<file path="src/rtl/can_filt_pkg.sv">
// Shared constants and types for the CAN identifier acceptance filter.
// Assumes a fixed eight-byte filter bank and four identifier bytes per frame.
package can_filt_pkg;
    typedef enum logic [1:0] {
        MODE_W32  = 2'b00,
        MODE_W16  = 2'b01,
        MODE_W8   = 2'b10,
        MODE_SHUT = 2'b11
    } filt_mode_e;

    localparam int BANK_BYTES = 8;
    localparam int ID_BYTES   = 4;
    localparam int ID_W       = ID_BYTES * 8;
    localparam int BANK_W     = BANK_BYTES * 8;
    localparam int HIT_W      = 3;
    localparam int ADDR_W     = 5;
    localparam int DATA_W     = 8;
    localparam int CTRL_ADDR  = 0;
    localparam int CODE_BASE  = 8;
    localparam int MASK_BASE  = 16;
endpackage

</file>
<file path="src/rtl/can_filt_regs.sv">
// Register bank: mode, code and mask registers behind a byte-wide port.
// Writes land only while wr_open is high. Reads are combinational.
// Assumes the hit index is supplied from outside and is read-only here.
module can_filt_regs
    import can_filt_pkg::*;
(
    input  logic              clk,
    input  logic              rst_n,
    input  logic              wr_open,
    input  logic              reg_we,
    input  logic [ADDR_W-1:0] reg_addr,
    input  logic [DATA_W-1:0] reg_wdata,
    input  logic [HIT_W-1:0]  hit_idx,
    output filt_mode_e        mode,
    output logic [BANK_W-1:0] code_bank,
    output logic [BANK_W-1:0] mask_bank,
    output logic [DATA_W-1:0] reg_rdata
);
    // Store the registers, gated by the initialisation lock.
    always_ff @(posedge clk) begin
        if (!rst_n) begin
            mode      <= MODE_W32;
            code_bank <= '0;
            mask_bank <= '0;
        end else if (reg_we && wr_open) begin
            if (reg_addr == ADDR_W'(CTRL_ADDR))
                mode <= filt_mode_e'(reg_wdata[1:0]);
            for (int i = 0; i < BANK_BYTES; i++) begin
                if (reg_addr == ADDR_W'(CODE_BASE + i))
                    code_bank[i*8 +: 8] <= reg_wdata;
                if (reg_addr == ADDR_W'(MASK_BASE + i))
                    mask_bank[i*8 +: 8] <= reg_wdata;
            end
        end
    end

    // Return the addressed register; unmapped addresses read as zero.
    always_comb begin
        reg_rdata = '0;
        if (reg_addr == ADDR_W'(CTRL_ADDR))
            reg_rdata = {1'b0, hit_idx, 2'b00, mode};
        for (int i = 0; i < BANK_BYTES; i++) begin
            if (reg_addr == ADDR_W'(CODE_BASE + i))
                reg_rdata = code_bank[i*8 +: 8];
            if (reg_addr == ADDR_W'(MASK_BASE + i))
                reg_rdata = mask_bank[i*8 +: 8];
        end
    end
endmodule

</file>
<file path="src/rtl/can_filt_match.sv">
// Combinational matcher: masked byte compares, grouped by mode into filters,
// then a lowest-index-wins priority encoder.
// Assumes mask bit 1 means don't-care and that shut mode yields no hit.
module can_filt_match
    import can_filt_pkg::*;
(
    input  filt_mode_e        mode,
    input  logic [BANK_W-1:0] code_bank,
    input  logic [BANK_W-1:0] mask_bank,
    input  logic [ID_W-1:0]   rx_id,
    output logic              any_hit,
    output logic [HIT_W-1:0]  hit_num
);
    logic [BANK_BYTES-1:0] byte_ok;
    logic [BANK_BYTES-1:0] filt_hit;

    // One masked comparator per bank byte; the identifier byte it sees depends on the mode.
    for (genvar g = 0; g < BANK_BYTES; g++) begin : g_byte
        localparam int S32 = g % 4;
        localparam int S16 = g % 2;
        logic [7:0] id_sel;
        assign id_sel = (mode == MODE_W32) ? rx_id[S32*8 +: 8] :
                        (mode == MODE_W16) ? rx_id[S16*8 +: 8] : rx_id[7:0];
        assign byte_ok[g] = ((code_bank[g*8 +: 8] ^ id_sel) & ~mask_bank[g*8 +: 8]) == 8'h00;
    end

    // Combine byte results into per-filter hits according to the mode.
    always_comb begin
        unique case (mode)
            MODE_W32: filt_hit = {6'b0, &byte_ok[7:4], &byte_ok[3:0]};
            MODE_W16: filt_hit = {4'b0, &byte_ok[7:6], &byte_ok[5:4],
                                  &byte_ok[3:2], &byte_ok[1:0]};
            MODE_W8:  filt_hit = byte_ok;
            default:  filt_hit = '0;
        endcase
    end

    // Lowest-numbered hitting filter wins.
    always_comb begin
        hit_num = '0;
        for (int i = BANK_BYTES - 1; i >= 0; i--)
            if (filt_hit[i]) hit_num = HIT_W'(i);
    end

    assign any_hit = |filt_hit;
endmodule

</file>
<file path="src/rtl/can_filt_hitq.sv">
// Side queue of hit indexes for accepted frames, plus the foreground register.
// A shift pops the oldest index into the foreground. With an empty queue, an
// index pushed in the same cycle bypasses the queue. A push into a full queue
// without a pop is dropped.
module can_filt_hitq
    import can_filt_pkg::*;
#(
    parameter int DEPTH = 4
) (
    input  logic             clk,
    input  logic             rst_n,
    input  logic             push,
    input  logic [HIT_W-1:0] push_idx,
    input  logic             shift,
    output logic [HIT_W-1:0] fg_idx
);
    localparam int PTR_W = (DEPTH > 1) ? $clog2(DEPTH) : 1;
    localparam int CNT_W = $clog2(DEPTH + 1);

    logic [HIT_W-1:0] store [DEPTH];
    logic [PTR_W-1:0] rd_ptr, wr_ptr;
    logic [CNT_W-1:0] count;
    logic empty, full, pop, bypass, do_push;

    assign empty   = (count == '0);
    assign full    = (count == CNT_W'(DEPTH));
    assign pop     = shift && !empty;
    assign bypass  = shift && empty && push;
    assign do_push = push && !bypass && (!full || pop);

    // Write queued indexes into the storage array.
    always_ff @(posedge clk) begin
        if (do_push) store[wr_ptr] <= push_idx;
    end

    // Move the pointers, the occupancy count and the foreground index.
    always_ff @(posedge clk) begin
        if (!rst_n) begin
            rd_ptr <= '0;
            wr_ptr <= '0;
            count  <= '0;
            fg_idx <= '0;
        end else begin
            if (do_push)
                wr_ptr <= (wr_ptr == PTR_W'(DEPTH - 1)) ? '0 : wr_ptr + 1'b1;
            if (pop) begin
                rd_ptr <= (rd_ptr == PTR_W'(DEPTH - 1)) ? '0 : rd_ptr + 1'b1;
                fg_idx <= store[rd_ptr];
            end else if (bypass) begin
                fg_idx <= push_idx;
            end
            case ({do_push, pop})
                2'b10:   count <= count + 1'b1;
                2'b01:   count <= count - 1'b1;
                default: count <= count;
            endcase
        end
    end
endmodule

</file>
<file path="src/rtl/can_id_filter.sv">
// Top of the CAN identifier acceptance filter.
// Assumes rx_id is stable in the cycle rx_done is high. fg_shift comes from
// the receive FIFO when a new message reaches its foreground slot.
module can_id_filter
    import can_filt_pkg::*;
#(
    parameter int QDEPTH = 4
) (
    input  logic              clk,
    input  logic              rst_n,
    input  logic              init_req,
    input  logic              init_ack,
    input  logic              reg_we,
    input  logic [ADDR_W-1:0] reg_addr,
    input  logic [DATA_W-1:0] reg_wdata,
    output logic [DATA_W-1:0] reg_rdata,
    input  logic [ID_W-1:0]   rx_id,
    input  logic              rx_done,
    input  logic              fg_shift,
    output logic              accept,
    output logic [HIT_W-1:0]  hit_idx
);
    filt_mode_e        mode_q;
    logic [BANK_W-1:0] code_bank, mask_bank;
    logic              any_hit, take;
    logic [HIT_W-1:0]  hit_num;

    can_filt_regs u_regs (
        .clk       (clk),
        .rst_n     (rst_n),
        .wr_open   (init_req && init_ack),
        .reg_we    (reg_we),
        .reg_addr  (reg_addr),
        .reg_wdata (reg_wdata),
        .hit_idx   (hit_idx),
        .mode      (mode_q),
        .code_bank (code_bank),
        .mask_bank (mask_bank),
        .reg_rdata (reg_rdata)
    );

    can_filt_match u_match (
        .mode      (mode_q),
        .code_bank (code_bank),
        .mask_bank (mask_bank),
        .rx_id     (rx_id),
        .any_hit   (any_hit),
        .hit_num   (hit_num)
    );

    assign take = rx_done && any_hit;

    can_filt_hitq #(.DEPTH(QDEPTH)) u_hitq (
        .clk      (clk),
        .rst_n    (rst_n),
        .push     (take),
        .push_idx (hit_num),
        .shift    (fg_shift),
        .fg_idx   (hit_idx)
    );

    // Register the one-cycle accept pulse.
    always_ff @(posedge clk) begin
        if (!rst_n) accept <= 1'b0;
        else        accept <= take;
    end
endmodule

</file>
<file path="config.mk">
export PLATFORM = sky130hd
export DESIGN_NAME = can_id_filter
export DESIGN_NICKNAME = d
export VERILOG_FILES = /design/src/rtl/can_filt_pkg.sv /design/src/rtl/can_filt_regs.sv /design/src/rtl/can_filt_match.sv /design/src/rtl/can_filt_hitq.sv /design/src/rtl/can_id_filter.sv
export SDC_FILE = /design/constraint.sdc
export NUM_CORES = 1
export LEC_CHECK = 0
export BUFFER_PORTS_ARGS = -buffer_cell sky130_fd_sc_hd__buf_2
export CAP_MARGIN = 20
export CORE_MARGIN = 2
export CORE_UTILIZATION = 45
export DETAILED_ROUTE_END_ITERATION = 16
export SLEW_MARGIN = 5
export SYNTH_ARGS = -nofsm -noshare
export SYNTH_HDL_FRONTEND = slang
export SYNTH_HIERARCHICAL = 1
export SYNTH_SLANG_ARGS = --single-unit
</file>
<file path="constraint.sdc">
create_clock -name clk -period 9.4 [get_ports clk]
set_input_delay 0.94 -clock clk [delete_from_list [all_inputs] [get_ports clk]]
set_output_delay 0.94 -clock clk [all_outputs]
set_load 0.03 [all_outputs]
</file>
-- Word-level counts from Yosys, hierarchy flattened
Memories as Yosys holds them, arrays and structs flattened. A register that Yosys moved wholly into a read port is not among the register bits.
Index checks and enable logic that the tools add are counted.
- reductions and logical operators: 49
- multiplexer cells: 39
- equality and inequality tests: 23
- bitwise operators: 24
- add/subtract/negate cells: 4
- operators with widths (operator ; number):
    two-way mux 8 bit ; 20
    bitwise AND 8 bit ; 8
    logical NOT 8 bit ; 8
    NOT 8 bit ; 8
    bitwise XOR 8 bit ; 8
    AND reduction 2 bit ; 21
    == test 5 x 4 -> 1 bit (second input constant) ; 8
    == test 5 bit (second input constant) ; 8
    two-way mux 3 bit ; 10
    case mux 8 bit (3 select lines) ; 1
    == test 2 bit (second input constant) ; 4
    logical AND 1 bit ; 8
    two-way mux 2 bit ; 4
    AND reduction 4 bit ; 2
    OR reduction 8 bit ; 1
    two-way mux 7 bit ; 1
    case mux 3 bit (2 select lines) ; 1
    logical NOT 5 bit ; 1
    adder 2 x 1 -> 2 bit (second input constant) ; 2
    == test 2 x 1 -> 1 bit (second input constant) ; 2
    nonzero test 2 bit ; 2
    adder 3 x 1 -> 3 bit (second input constant) ; 1
    == test 3 bit (second input constant) ; 1
    logical NOT 1 bit ; 3
    other kinds (5) ; 6
- bits in writable memories: 12
- bits in registers: 141
- word-level logic and storage cells: 162
- input port bits: 52
- memories: 1
- memory list (memory ; depth ; bits a word ; read ports ; clocked after memory_dff ; wr ports ; RTL line ; source):
    u_hitq.store ; 4 ; 3 ; 1 ; 1 ; 1 ; can_filt_hitq.sv:20 ; logic [HIT_W-1:0] store [DEPTH];

-- Longest topological paths before layout
Gate-level depths: netlist (run 1).
- depth in word-level cells: 18
- gate-level depth with buffers: 18
- gate-level depth less buffers: 15

-- By module
Netlist (run 1), hierarchy kept.
- by module, submodules not included (module ; area an instance (sq um) ; cells an instance ; times used ; sequential area each (sq um)):
    can_filt_regs ; 6816.5 ; 765 ; 1 ; 2602.5
    can_filt_match ; 1744.2 ; 236 ; 1 ; 0.0
    can_filt_hitq ; 1088.5 ; 82 ; 1 ; 600.6
    can_id_filter ; 38.8 ; 4 ; 1 ; 20.0

-- Worst setup path after synthesis (run 1)
No wires, ideal clock.
- path type: input to register
- start point: input rx_id[0]
- end point: register u_hitq.count[2]
- library setup time: 0.116 ns
- arrival time: 3.939 ns
- slack: 5.345 ns
- data required time: 9.284 ns
- stages: 16
- path through: clkbuf_1 -> mux2i_1 -> xor2_1 -> o22ai_1 -> or4_1 -> o31ai_1 -> a31oi_1 -> o211ai_2 -> or3b_1 -> and2_1 -> buf_2 -> nor2_1 -> fa_1 -> nor2b_1 -> a221o_1 -> and3_1
- longest elaborated chain between the ends: 15
- elaborated cells between the ends (all ways): 45
- those cells by class: eq/ne (2); mux (6); bitwise (16); reduce/logical (21)
- ends and longest elaborated chain (what ; RTL line ; source):
    start: declaration ; can_id_filter.sv:17 ; input logic [ID_W-1:0] rx_id,
    two-way mux 8 bit ; can_filt_match.sv:23 ; (mode == MODE_W16) ? rx_id[S16*8 +: 8] : rx_id[7:0];
    two-way mux 8 bit ; can_filt_match.sv:22 ; assign id_sel = (mode == MODE_W32) ? rx_id[S32*8 +: 8] :
    bitwise XOR 8 bit ; can_filt_match.sv:24 ; assign byte_ok[g] = ((code_bank[g*8 +: 8] ^ id_sel) & ~mask_bank[g*8 +: 8]) == 8'h00;
    bitwise AND 8 bit ; can_filt_match.sv:24 ;
    logical NOT 8 bit ; can_filt_match.sv:24 ;
    AND reduction 4 bit (tied with other cells) ; can_filt_match.sv:30 ; MODE_W32: filt_hit = {6'b0, &byte_ok[7:4], &byte_ok[3:0]};
    case mux 8 bit (3 select lines) (*) ; can_filt_match.sv:29 ; unique case (mode)
    OR reduction 8 bit (*) ; can_filt_match.sv:45 ; assign any_hit = |filt_hit;
    net any_hit ; can_id_filter.sv:25 ; logic any_hit, take;
    logical AND 1 bit (*) ; can_id_filter.sv:51 ; assign take = rx_done && any_hit;
    net take ; can_id_filter.sv:25 ;
    logical AND 1 bit ; can_filt_hitq.sv:28 ; assign bypass = shift && empty && push;
    logical NOT 1 bit ; can_filt_hitq.sv:29 ; assign do_push = push && !bypass && (!full || pop);
    logical AND 1 bit (*) (2 in a row) ; can_filt_hitq.sv:29 ;
    == test 2 x 1 -> 1 bit or == test 2 bit (tied branches) ; can_filt_hitq.sv:52 ; case ({do_push, pop})
    case mux 3 bit (2 select lines) or nonzero test 2 bit (tied branches) ; n/a ;
    end signal: assignment ; can_filt_hitq.sv:53 ; 2'b10: count <= count + 1'b1;
    end signal: assignment ; can_filt_hitq.sv:54 ; 2'b01: count <= count - 1'b1;
    end signal: assignment ; can_filt_hitq.sv:55 ; default: count <= count;
    end: declaration ; can_filt_hitq.sv:22 ; logic [CNT_W-1:0] count;
Mark *: on every way through the listed nets, which the timed path passes. The rest lies on a longest branch.
A chain may end at the register's enable or synchronous reset.

-- Worst setup path after layout (run 1)
- start point: register u_regs.mode[0]
- end point: register u_hitq.count[2]
- longest elaborated chain between the ends: 16
- elaborated cells between the ends (all ways): 42
- those cells by class: eq/ne (4); mux (6); bitwise (12); reduce/logical (20)
- ends and longest elaborated chain (what ; RTL line ; source):
    start: declaration ; can_filt_regs.sv:14 ; output filt_mode_e mode,
    start signal: assignment ; can_filt_regs.sv:27 ; mode <= filt_mode_e'(reg_wdata[1:0]);
    == test 2 x 1 -> 1 bit ; n/a ;
    two-way mux 8 bit ; can_filt_match.sv:23 ;
    two-way mux 8 bit ; can_filt_match.sv:22 ;
    bitwise XOR 8 bit ; can_filt_match.sv:24 ;
    bitwise AND 8 bit ; can_filt_match.sv:24 ;
    logical NOT 8 bit ; can_filt_match.sv:24 ;
    AND reduction 4 bit (tied with other cells) ; can_filt_match.sv:30 ;
    case mux 8 bit (3 select lines) (*) ; can_filt_match.sv:29 ;
    OR reduction 8 bit (*) ; can_filt_match.sv:45 ;
    net any_hit ; can_id_filter.sv:25 ;
    logical AND 1 bit (*) ; can_id_filter.sv:51 ;
    net take ; can_id_filter.sv:25 ;
    logical AND 1 bit ; can_filt_hitq.sv:28 ;
    logical NOT 1 bit ; can_filt_hitq.sv:29 ;
    logical AND 1 bit (*) (2 in a row) ; can_filt_hitq.sv:29 ;
    == test 2 x 1 -> 1 bit or == test 2 bit (tied branches) ; can_filt_hitq.sv:52 ;
    case mux 3 bit (2 select lines) or nonzero test 2 bit (tied branches) ; n/a ;
Marked as above.

==> results.json, run 1 <==
{
  "ios": 64,
  "post-dp-hpwl_um": 24900,
  "dieArea_mm2": 0.0227,
  "slew_headroom_pct": 24.1,
  "ir_drop_mv": 0.0932,
  "ys_seq_area_share_pct": 33.3,
  "yosys.area.top_type_share_pct": 29.5,
  "fmax_mhz": 202,
  "antenna_found_initial": 0,
  "drc": 0,
  "grt_max_degree": 140,
  "tightest_slew_ns": 1.14,
  "rsz0062_at_grt": "no",
  "p_per_area_mw_per_mm2": 144,
  "core_mm2": 0.0211,
  "grt_usage_pct": 30.8,
  "routed_wl_um": 34900,
  "ys_types": 84,
  "dr.pass1.iters": 8,
  "io_buffers": 63,
  "synthTopCellsByCount": "dfxtp_1, mux2i_1, nor2b_1",
  "drive_gt1_share_pct": 12.9,
  "fin_tns_setup_ns": 0,
  "die_w_um": 151,
  "cts-root-buf": "clkbuf_16",
  "synth.top_cells.by_area": "dfxtp_1, mux2i_1, nor2b_1, edfxtp_1, a21boi_0",
  "start_kind": "flip-flop",
  "grt_pass1_wl_um": 50900,
  "synth_area_mm2": 0.00969,
  "synthArstFlopShare_pct": 0,
  "die_h_um": 151,
  "clockBufferDepth": 2,
  "drtIter0Drc": 893,
  "path_clk_slew_ns": 0.07,
  "post-route-util_pct": 50.3,
  "synth.most_common_cell": "dfxtp_1",
  "status": "complete, no violations",
  "syn-mean-instance-area_um2": 8.91,
  "fin_nets": 1155,
  "path_class": "reg2reg",
  "cts_tree": "built",
  "start_util_pct": 45.9,
  "finalPower_w": 0.00153,
  "ys_ff_latch": 155,
  "synth_flop_cell": "dfxtp_1",
  "finClkSkew_ns": 0.00828,
  "cts_resized": 0,
  "viasPerCell": 6.14,
  "setup_viol": 0,
  "fp-row-count": 53,
  "post-route-period-util_pct": 52.8,
  "hold_buffers": 0,
  "grt_pass1_vias": 7890,
  "final_cells": 1385,
  "worstPathMaxFanout": 19,
  "grt-ovfl-total": 0,
  "finalMaxSlewViolations": 0,
  "antenna_left": 0,
  "synth_area_leader_cell": "dfxtp_1",
  "p_leak_nw": 3.69,
  "fin_crit_ns": 4.96,
  "hp-class": "reg2reg",
  "worstSetupEndpointType": "flip-flop",
  "vias": 8505,
  "dpl.cell_count": 1352,
  "cp.required_ns": 9.73,
  "n_antenna_cell": 0,
  "clkLatencyLatePin_ns": 0.43,
  "wl_per_cell_um": 25.2,
  "post_cts_buffers": 0,
  "ys_warn_count": 6,
  "numClockSinks": 155,
  "maxCapViolCount": 0,
  "synth_edf_count": 12,
  "netlist_instances": 1087,
  "globalplace.congestion": 1.01,
  "synthToLayoutAreaGrowth_pct": 9.44,
  "num-fill-cells": 2052,
  "finalHoldViolations": 0,
  "synth_fp_nets": 1145,
  "critical_path_arrival_ns": 5.29,
  "htree_levels": 4,
  "cts_buffers": 17
}
## flip-flops by register name (all words and copies together), names as in the netlist, named ones only
name	cells
u_hitq/rd_ptr	2
u_regs/mask_bank	64
u_hitq/count	3
u_hitq/fg_idx	3
u_hitq/store	12
accept	1
u_regs/mode	2
u_regs/code_bank	64
u_hitq/wr_ptr	2
## report_power, final
group / switching (W) / internal [W]
Clock: 0.000320 / 0.000375
Combinational: 0.000113 / 0.0000565
Sequential: 0.00000193 / 0.000665
## critical path, stage by stage, from the launching register on
cell and delay [ns]:
dfxtp_1 1.02, nor2_4 0.21, mux2i_1 0.50, mux2i_1 0.25, o2111ai_1 0.29, nor4_1 0.60, a2bb2oi_1 0.19, o211ai_2 0.21
or3b_1 0.17, and2_1 0.31, nor2_1 0.11, fa_1 0.39, nor2b_1 0.15, a221o_1 0.29, and3_1 0.17
## cell families after synthesis
kind of cell	after synthesis	share of synthesized area, %
mux	129	13.9
buf+inv	89	4.58
xor+xnor	72	6.70
fa+ha+maj	6	0.852
flops	155	33.3
compound gates	277	19.7
simple gates	359	21.0
## final cells by class
type                       count  area, um2  area share (%)
clock buffer                  17        425            4.01
clock inverter                15        158            1.49
inverter                       9       33.8           0.319
multi-input combinational    843       6020            56.8
sequential                   155       3220            30.4
tap                          275        344            3.25
timing repair buffer          71        398            3.75
## cell usage in the layout, fill, tap and decap left out, drive strengths merged, types with 32 or more instances in the layout
master and instances:
nor2b 100, nand2 80, nor2 72, mux2i 124, xnor2 40, a21boi 53, dfxtp 143, o22ai 38
buf 71, o21ai 72, xor2 32
## layer usage
layer,track usage (%),up-vias,wire length (um)
li1,-,3913,-
met1,42.8,4118,15200
met2,47.2,427,15700
met3,7.27,47,3210
met4,9.67,0,756
met5,0,-,0
## path summary, 6_finish.rpt
kind,startpoint,end,depth (start not counted),slack (ns)
worst max-delay path,u_regs/mode[0],u_hitq/count[2],14,4.44
worst min-delay path,u_regs/code_bank[4],u_regs/code_bank[4],2,0.51
worst max register to register,u_regs/mode[0],u_hitq/count[2],14,4.44
worst min register to register,u_regs/code_bank[4],u_regs/code_bank[4],2,0.51
## stage by stage
step | hold WS (ns) | worst slack, ns | instance area, um2
after floorplan | 0.456 | 5.35 | 9690
after global placement | 0.493 | 4.59 | 9990
after detailed placement | 0.501 | 4.56 | 9990
after CTS | 0.512 | 4.58 | 10600
after global routing | 0.539 | 4.22 | 10600
final | 0.512 | 4.44 | 10600
Power figures use the tool's default switching activity.
==> run 2: changes to the inputs <==
--- a/config.mk
+++ b/config.mk
@@ -5,6 +5,7 @@
 export SDC_FILE = /design/constraint.sdc
 export NUM_CORES = 1
 export LEC_CHECK = 0
+export ABC_AREA = 1
 export BUFFER_PORTS_ARGS = -buffer_cell sky130_fd_sc_hd__buf_2
 export CAP_MARGIN = 20
 export CORE_MARGIN = 2
==> constraint.sdc (replaced) <==
create_clock -name clk -period 5.02 [get_ports clk]
set_input_delay 0.502 -clock clk [delete_from_list [all_inputs] [get_ports clk]]
set_output_delay 0.502 -clock clk [all_outputs]
set_load 0.03 [all_outputs]
==> run 2 against run 1 <==
Sequential power increased by 98%. Sequential share of layout area increased by 1.5 points. Critical endpoint unchanged. Flip-flop and latch count unchanged. Via count increased by 12%. Routed wire length decreased by 3.0%. Largest power group unchanged. Fmax increased by 24%. Synthesized area decreased by 7.3%. Global-route usage increased by 1.1 points. Highest routed layer unchanged. Synthesized cell count increased by 29%. First-iteration DRC count increased by 13%.
==> results.json, run 2 <==
{
  "status": "complete, no violations",
  "ir_drop_mv": 0.212,
  "grt_pass1_vias": 8814,
  "ios": 64,
  "hold_buffers": 0,
  "die_w_um": 145,
  "whs_endpoint": "accept",
  "antenna_left": 0,
  "core_mm2": 0.0195,
  "drtIter0Drc": 1006,
  "cp_common_cell": "nand2_1",
  "htree_levels": 4,
  "worstPathMaxFanout": 16,
  "routed_wl_um": 33900,
  "synth.most_common_cell": "nand2_1",
  "final_cell_mix": "nand2_1, nor2_1, dfxtp_1",
  "grt_usage_pct": 31.9,
  "synth_area_leader_cell": "dfxtp_1",
  "start_kind": "flip-flop",
  "crit_slowest_cell": "nor2_2",
  "synth_edf_count": 12,
  "synthArstFlopShare_pct": 0,
  "n_antenna_cell": 0,
  "critPathTopFamily": "simple AND/OR/NAND/NOR gates",
  "synthToLayoutAreaGrowth_pct": 12.4,
  "post-dp-hpwl_um": 24700,
  "dieArea_mm2": 0.0211,
  "synth_fp_nets": 1455,
  "crit_buf_inv": 5,
  "synth.top_cells.by_area": "dfxtp_1, nand2_1, nor2_1, inv_1, o21ai_0",
  "reg2reg_slack_ns": 1.01,
  "grt_max_degree": 126,
  "maxCapViolCount": 0,
  "num-fill-cells": 2121,
  "start_util_pct": 46.0,
  "clkLatencyLatePin_ns": 0.43,
  "p_per_area_mw_per_mm2": 312,
  "synth_flop_cell": "dfxtp_1",
  "yosys.area.top_type_share_pct": 31.9,
  "numClockSinks": 155,
  "fmax_mhz": 249,
  "slew_headroom_pct": 41.7,
  "reg_top3": "u_regs/code_bank (64), u_regs/mask_bank (64), u_hitq/store (12)",
  "rsz0062_at_grt": "no",
  "netlist_instances": 1397,
  "critical_path_arrival_ns": 4.38,
  "path_class": "reg2reg",
  "r2r-end": "u_hitq/count[2]",
  "hp-start": "rx_done",
  "hp-class": "in2reg",
  "post-route-period-util_pct": 79.9,
  "ys_warn_count": 6,
  "fin_crit_ns": 4.01,
  "hold_slack_ns": 0.355,
  "setup_viol": 0,
  "drc": 0,
  "ys_types": 37,
  "p_leak_nw": 4.14,
  "cts_buffers": 17,
  "antenna_found_initial": 0,
  "vias": 9485,
  "regToRegStartpoint": "u_regs/mode[1]",
  "cts_tree": "built",
  "layout_commonest_cell": "nand2_1",
  "r2r_cells": 25,
  "cts_resized": 0,
  "drive_gt1_share_pct": 11.9,
  "slowest_delay_ns": 0.55,
  "dr.pass1.iters": 5,
  "finalHoldViolations": 0,
  "ys_ff_latch": 155,
  "cts-root-buf": "clkbuf_16",
  "fin_tns_setup_ns": 0,
  "clockBufferDepth": 2,
  "worstSetupEndpointType": "flip-flop",
  "wl_per_cell_um": 19.7,
  "finalMaxSlewViolations": 0,
  "ys_seq_area_share_pct": 35.9,
  "viasPerCell": 5.52,
  "synth_area_mm2": 0.00898,
  "fin_nets": 1499,
  "syn-mean-instance-area_um2": 6.43,
  "grt_pass1_wl_um": 51200,
  "fp-row-count": 51,
  "post_cts_buffers": 0,
  "cp.required_ns": 5.38,
  "grt-ovfl-total": 0,
  "finClkSkew_ns": 0.00784,
  "io_buffers": 63,
  "path_clk_slew_ns": 0.07,
  "synthTopCellsByCount": "nand2_1, nor2_1, dfxtp_1",
  "die_h_um": 145,
  "globalplace.congestion": 0.981,
  "hold_depth": 3,
  "tightest_slew_ns": 0.873
}
run 2: worst max-delay path by stage:
stage,start,end,cells past startpoint
5_1_grt,u_regs/mode[1],u_hitq/count[2],24
3_5_place_dp,u_regs/mode[1],u_hitq/count[2],25
4_1_cts,u_regs/mode[1],u_hitq/count[2],25
6_report,u_regs/mode[1],u_hitq/count[2],25
2_1_floorplan,u_regs/mode[1],u_hitq/count[2],25
3_3_place_gp,u_regs/mode[1],u_hitq/count[2],24
run 2: kinds of logic (layout without fill, tap and decap cells):
family / count (synthesis) / after routing / synth area share (%)
adder cells (fa/ha/maj): 6 / 6 / 0.919
AO/OA/AOI/OAI: 210 / 210 / 11.9
XOR/XNOR: 18 / 18 / 1.75
AND/OR/NAND/NOR: 810 / 810 / 40.7
flip-flops: 155 / 155 / 35.9
buffers and inverters: 198 / 255 / 8.81
run 2: power breakdown:
group	internal [W]	switching (W)	leakage, nW
registers	0.00128	0.0000400	1.26
clock network	0.000804	0.000599	0.306
logic	0.000131	0.000302	2.57
run 2: cell type report:
class	count	area, um2	area share, %
Tap cell	265	332	3.28
Timing Repair Buffer	69	375	3.72
Inverter	154	578	5.72
Clock buffer	17	425	4.21
Sequential cell	155	3220	31.9
Multi-Input combinational cell	1044	4970	49.2
Clock inverter	15	198	1.96
run 2: layer usage:
metal | vias to the layer above | track usage [%] | routed length (um)
met5 | - | 0 | 0
met4 | 0 | 12.4 | 1170
met3 | 76 | 5.28 | 2500
met2 | 419 | 50.2 | 15200
met1 | 4366 | 43.8 | 15000
li1 | 4624 | - | -
run 2: metrics by stage:
| stage | setup WS (ns) | std cells | area (um2) | total power, W | util [%] |
|---|---|---|---|---|---|
| after floorplan | 2.17 | 1397 | 8980 | 0.00163 | - |
| after global placement | 1.19 | 1686 | 9460 | 0.00177 | 48.4 |
| after detailed placement | 1.10 | 1686 | 9460 | 0.00177 | 48.4 |
| after CTS | 1.09 | 1718 | 10100 | 0.00317 | 51.6 |
| after global routing | 0.661 | 1719 | 10100 | 0.00328 | 51.7 |
| final | 1.01 | 1719 | 10100 | 0.00315 | 51.7 |
run 2: worst register-to-register path: stages, from the launching register on:
cell	delay, ns
dfxtp_1	0.41
nor2_2	0.55
buf_4	0.34
nand2_1	0.12
nand2_1	0.10
nand2_1	0.06
nand3b_1	0.08
nand2_1	0.06
nor2_1	0.15
nand3_1	0.14
nor2_1	0.20
nand3_1	0.12
nand2_1	0.15
nor2_1	0.05
nand3b_1	0.09
nand2_1	0.08
inv_1	0.14
inv_1	0.10
nand3_1	0.13
inv_1	0.06
fa_1	0.38
inv_1	0.07
nand4_1	0.11
nand3_1	0.09
nand2_1	0.05
nor2_1	0.11
==> run 3: changes to the inputs <==
==> constraint.sdc (replaced) <==
create_clock -name clk -period 3.5 [get_ports clk]
set_input_delay 0.35 -clock clk [delete_from_list [all_inputs] [get_ports clk]]
set_output_delay 0.35 -clock clk [all_outputs]
set_load 0.03 [all_outputs]
==> run 3 against run 2 <==
Final cell count rose by 0.76%. Critical path type unchanged. Design area rose by 1.5%. Clock-buffer cell count rose by 1.
==> results.json, run 3 (synthesis gave the netlist of run 2 again) <==
{
  "path_clk_slew_ns": 0.07,
  "antenna_left": 0,
  "dieArea_mm2": 0.0211,
  "die_h_um": 145,
  "layout_commonest_cell": "nand2_1",
  "grt_usage_pct": 31.9,
  "wl_per_cell_um": 19.5,
  "worstPathMaxFanout": 28,
  "antenna_found_initial": 0,
  "finalMaxSlewViolations": 0,
  "cts_buffers": 17,
  "power_frac_clock_pct": 44.6,
  "reg2reg_slack_ns": 0.31,
  "fp-row-count": 51,
  "cts_tree": "built",
  "start_kind": "flip-flop",
  "die_w_um": 145,
  "p_leak_nw": 4.22,
  "vias": 9469,
  "finalHoldViolations": 0,
  "routed_wl_um": 33900,
  "internal_power_w": 0.00318,
  "p_sw_share_pct": 30.0,
  "drtIter0Drc": 887,
  "netSwitchingPower_w": 0.00136,
  "combPwrFrac_pct": 13.8,
  "final_cell_mix": "nand2_1, nor2_1, dfxtp_1",
  "rsz0062_at_grt": "no",
  "finClkSkew_ns": 0.0162,
  "io_buffers": 63,
  "slew_headroom_pct": 49.0,
  "synthToLayoutAreaGrowth_pct": 14.1,
  "ir_drop_mv": 0.326,
  "setup_viol": 0,
  "core_mm2": 0.0195,
  "cp.required_ns": 3.83,
  "path_class": "reg2reg",
  "drive_gt1_share_pct": 13.4,
  "fin_tns_setup_ns": 0,
  "grt_pass1_wl_um": 51200,
  "viasPerCell": 5.47,
  "seqPwrFrac_pct": 41.6,
  "cts-root-buf": "clkbuf_16",
  "grt-ovfl-total": 0,
  "critical_path_arrival_ns": 3.52,
  "post-route-period-util_pct": 91.2,
  "htree_levels": 4,
  "grt_max_degree": 73,
  "num-fill-cells": 2032,
  "n_antenna_cell": 0,
  "drc": 0,
  "reg_top3": "u_regs/code_bank (64), u_regs/mask_bank (64), u_hitq/store (12)",
  "globalplace.congestion": 0.986,
  "fin_crit_ns": 3.19,
  "status": "complete, no violations",
  "hp-class": "in2reg",
  "tightest_slew_ns": 0.765,
  "worstSetupEndpointType": "flip-flop",
  "dr.pass1.iters": 6,
  "clkLatencyLatePin_ns": 0.44,
  "start_util_pct": 46.0,
  "post-route-util_pct": 52.5,
  "fin_nets": 1512,
  "numClockSinks": 155,
  "ios": 64,
  "fmax_mhz": 313,
  "clockBufferDepth": 2,
  "p_per_area_mw_per_mm2": 443,
  "post-dp-hpwl_um": 25100,
  "grt_pass1_vias": 8694,
  "maxCapViolCount": 0
}
-- run 3: critical path, cell delays in order, from the launching register on --
cell and delay, ns:
dfxtp_2 0.37, nor2_4 0.16, buf_12 0.19, nand2_1 0.12, nand2_1 0.10, nand2_1 0.06, nand3b_1 0.07, nand2_1 0.07
nor2_2 0.14, nand3_1 0.16, nor2_2 0.16, nand3_1 0.11, nand2_1 0.12, nor2_1 0.05, nand3b_1 0.07, nand2_1 0.07
inv_1 0.07, inv_1 0.07, nand3_1 0.12, inv_1 0.06, fa_1 0.38, inv_1 0.07, nand4_1 0.11, a21oi_1 0.14
nor2_1 0.05
-- run 3: layout make-up --
type                            count  area, um2  area share (%)
Clock inverter                     14        200            1.95
Timing Repair Buffer               82        473            4.61
Sequential cell                   155       3230            31.5
Inverter                          154        578            5.64
Tap cell                          265        332            3.23
Multi-Input combinational cell   1044       5010            48.9
Clock buffer                       18        429            4.18
-- run 3: final timing paths --
check | startpoint | cells after the start | endpoint
setup / recovery | u_regs/mode[0] | 24 | u_hitq/count[2]
hold / removal | rx_done | 3 | accept
setup reg to reg | u_regs/mode[0] | 24 | u_hitq/count[2]
hold reg to reg | u_regs/mask_bank[26] | 2 | u_regs/mask_bank[26]
-- run 3: per-layer routing --
metal	global-route usage, %	part of all wire [%]	vias to the layer above
met2	50.2	45	377
met3	5.69	6.8	57
met5	0	0	-
met4	11.6	3.3	0
li1	-	-	4639
met1	43.9	45	4396
-- run 3: stage by stage --
stage | setup WS, ns | instance area [um2] | cells | total power [W] | hold slack, ns
after floorplan | 0.655 | 8980 | 1397 | 0.00233 | 0.439
after global placement | 0.152 | 9580 | 1700 | 0.00254 | 0.469
after detailed placement | 0.132 | 9580 | 1700 | 0.00254 | 0.478
after CTS | 0.123 | 10200 | 1732 | 0.00456 | 0.176
after global routing | 0.00276 | 10300 | 1732 | 0.00472 | 0.175
final | 0.310 | 10300 | 1732 | 0.00454 | 0.176
-- run 3: power groups by stage --
| stage | Sequential [W] | Combinational, W | Clock (W) |
|---|---|---|---|
| after floorplan | 0.00194 | 0.000393 | 0 |
| after global placement | 0.00193 | 0.000610 | 0 |
| after detailed placement | 0.00193 | 0.000610 | 0 |
| after CTS | 0.00189 | 0.000617 | 0.00205 |
| after global routing | 0.00190 | 0.000699 | 0.00212 |
| final | 0.00189 | 0.000626 | 0.00203 |
-- run 3: timing repair --
| item | 4_1_cts | 5_1_grt |
|---|---|---|
| hold buffers | 0 | 0 |
| endpoints found under the setup margin | 0 | 2 |
| resized for setup | 0 | 15 |
| buffers inserted | 0 | 0 |
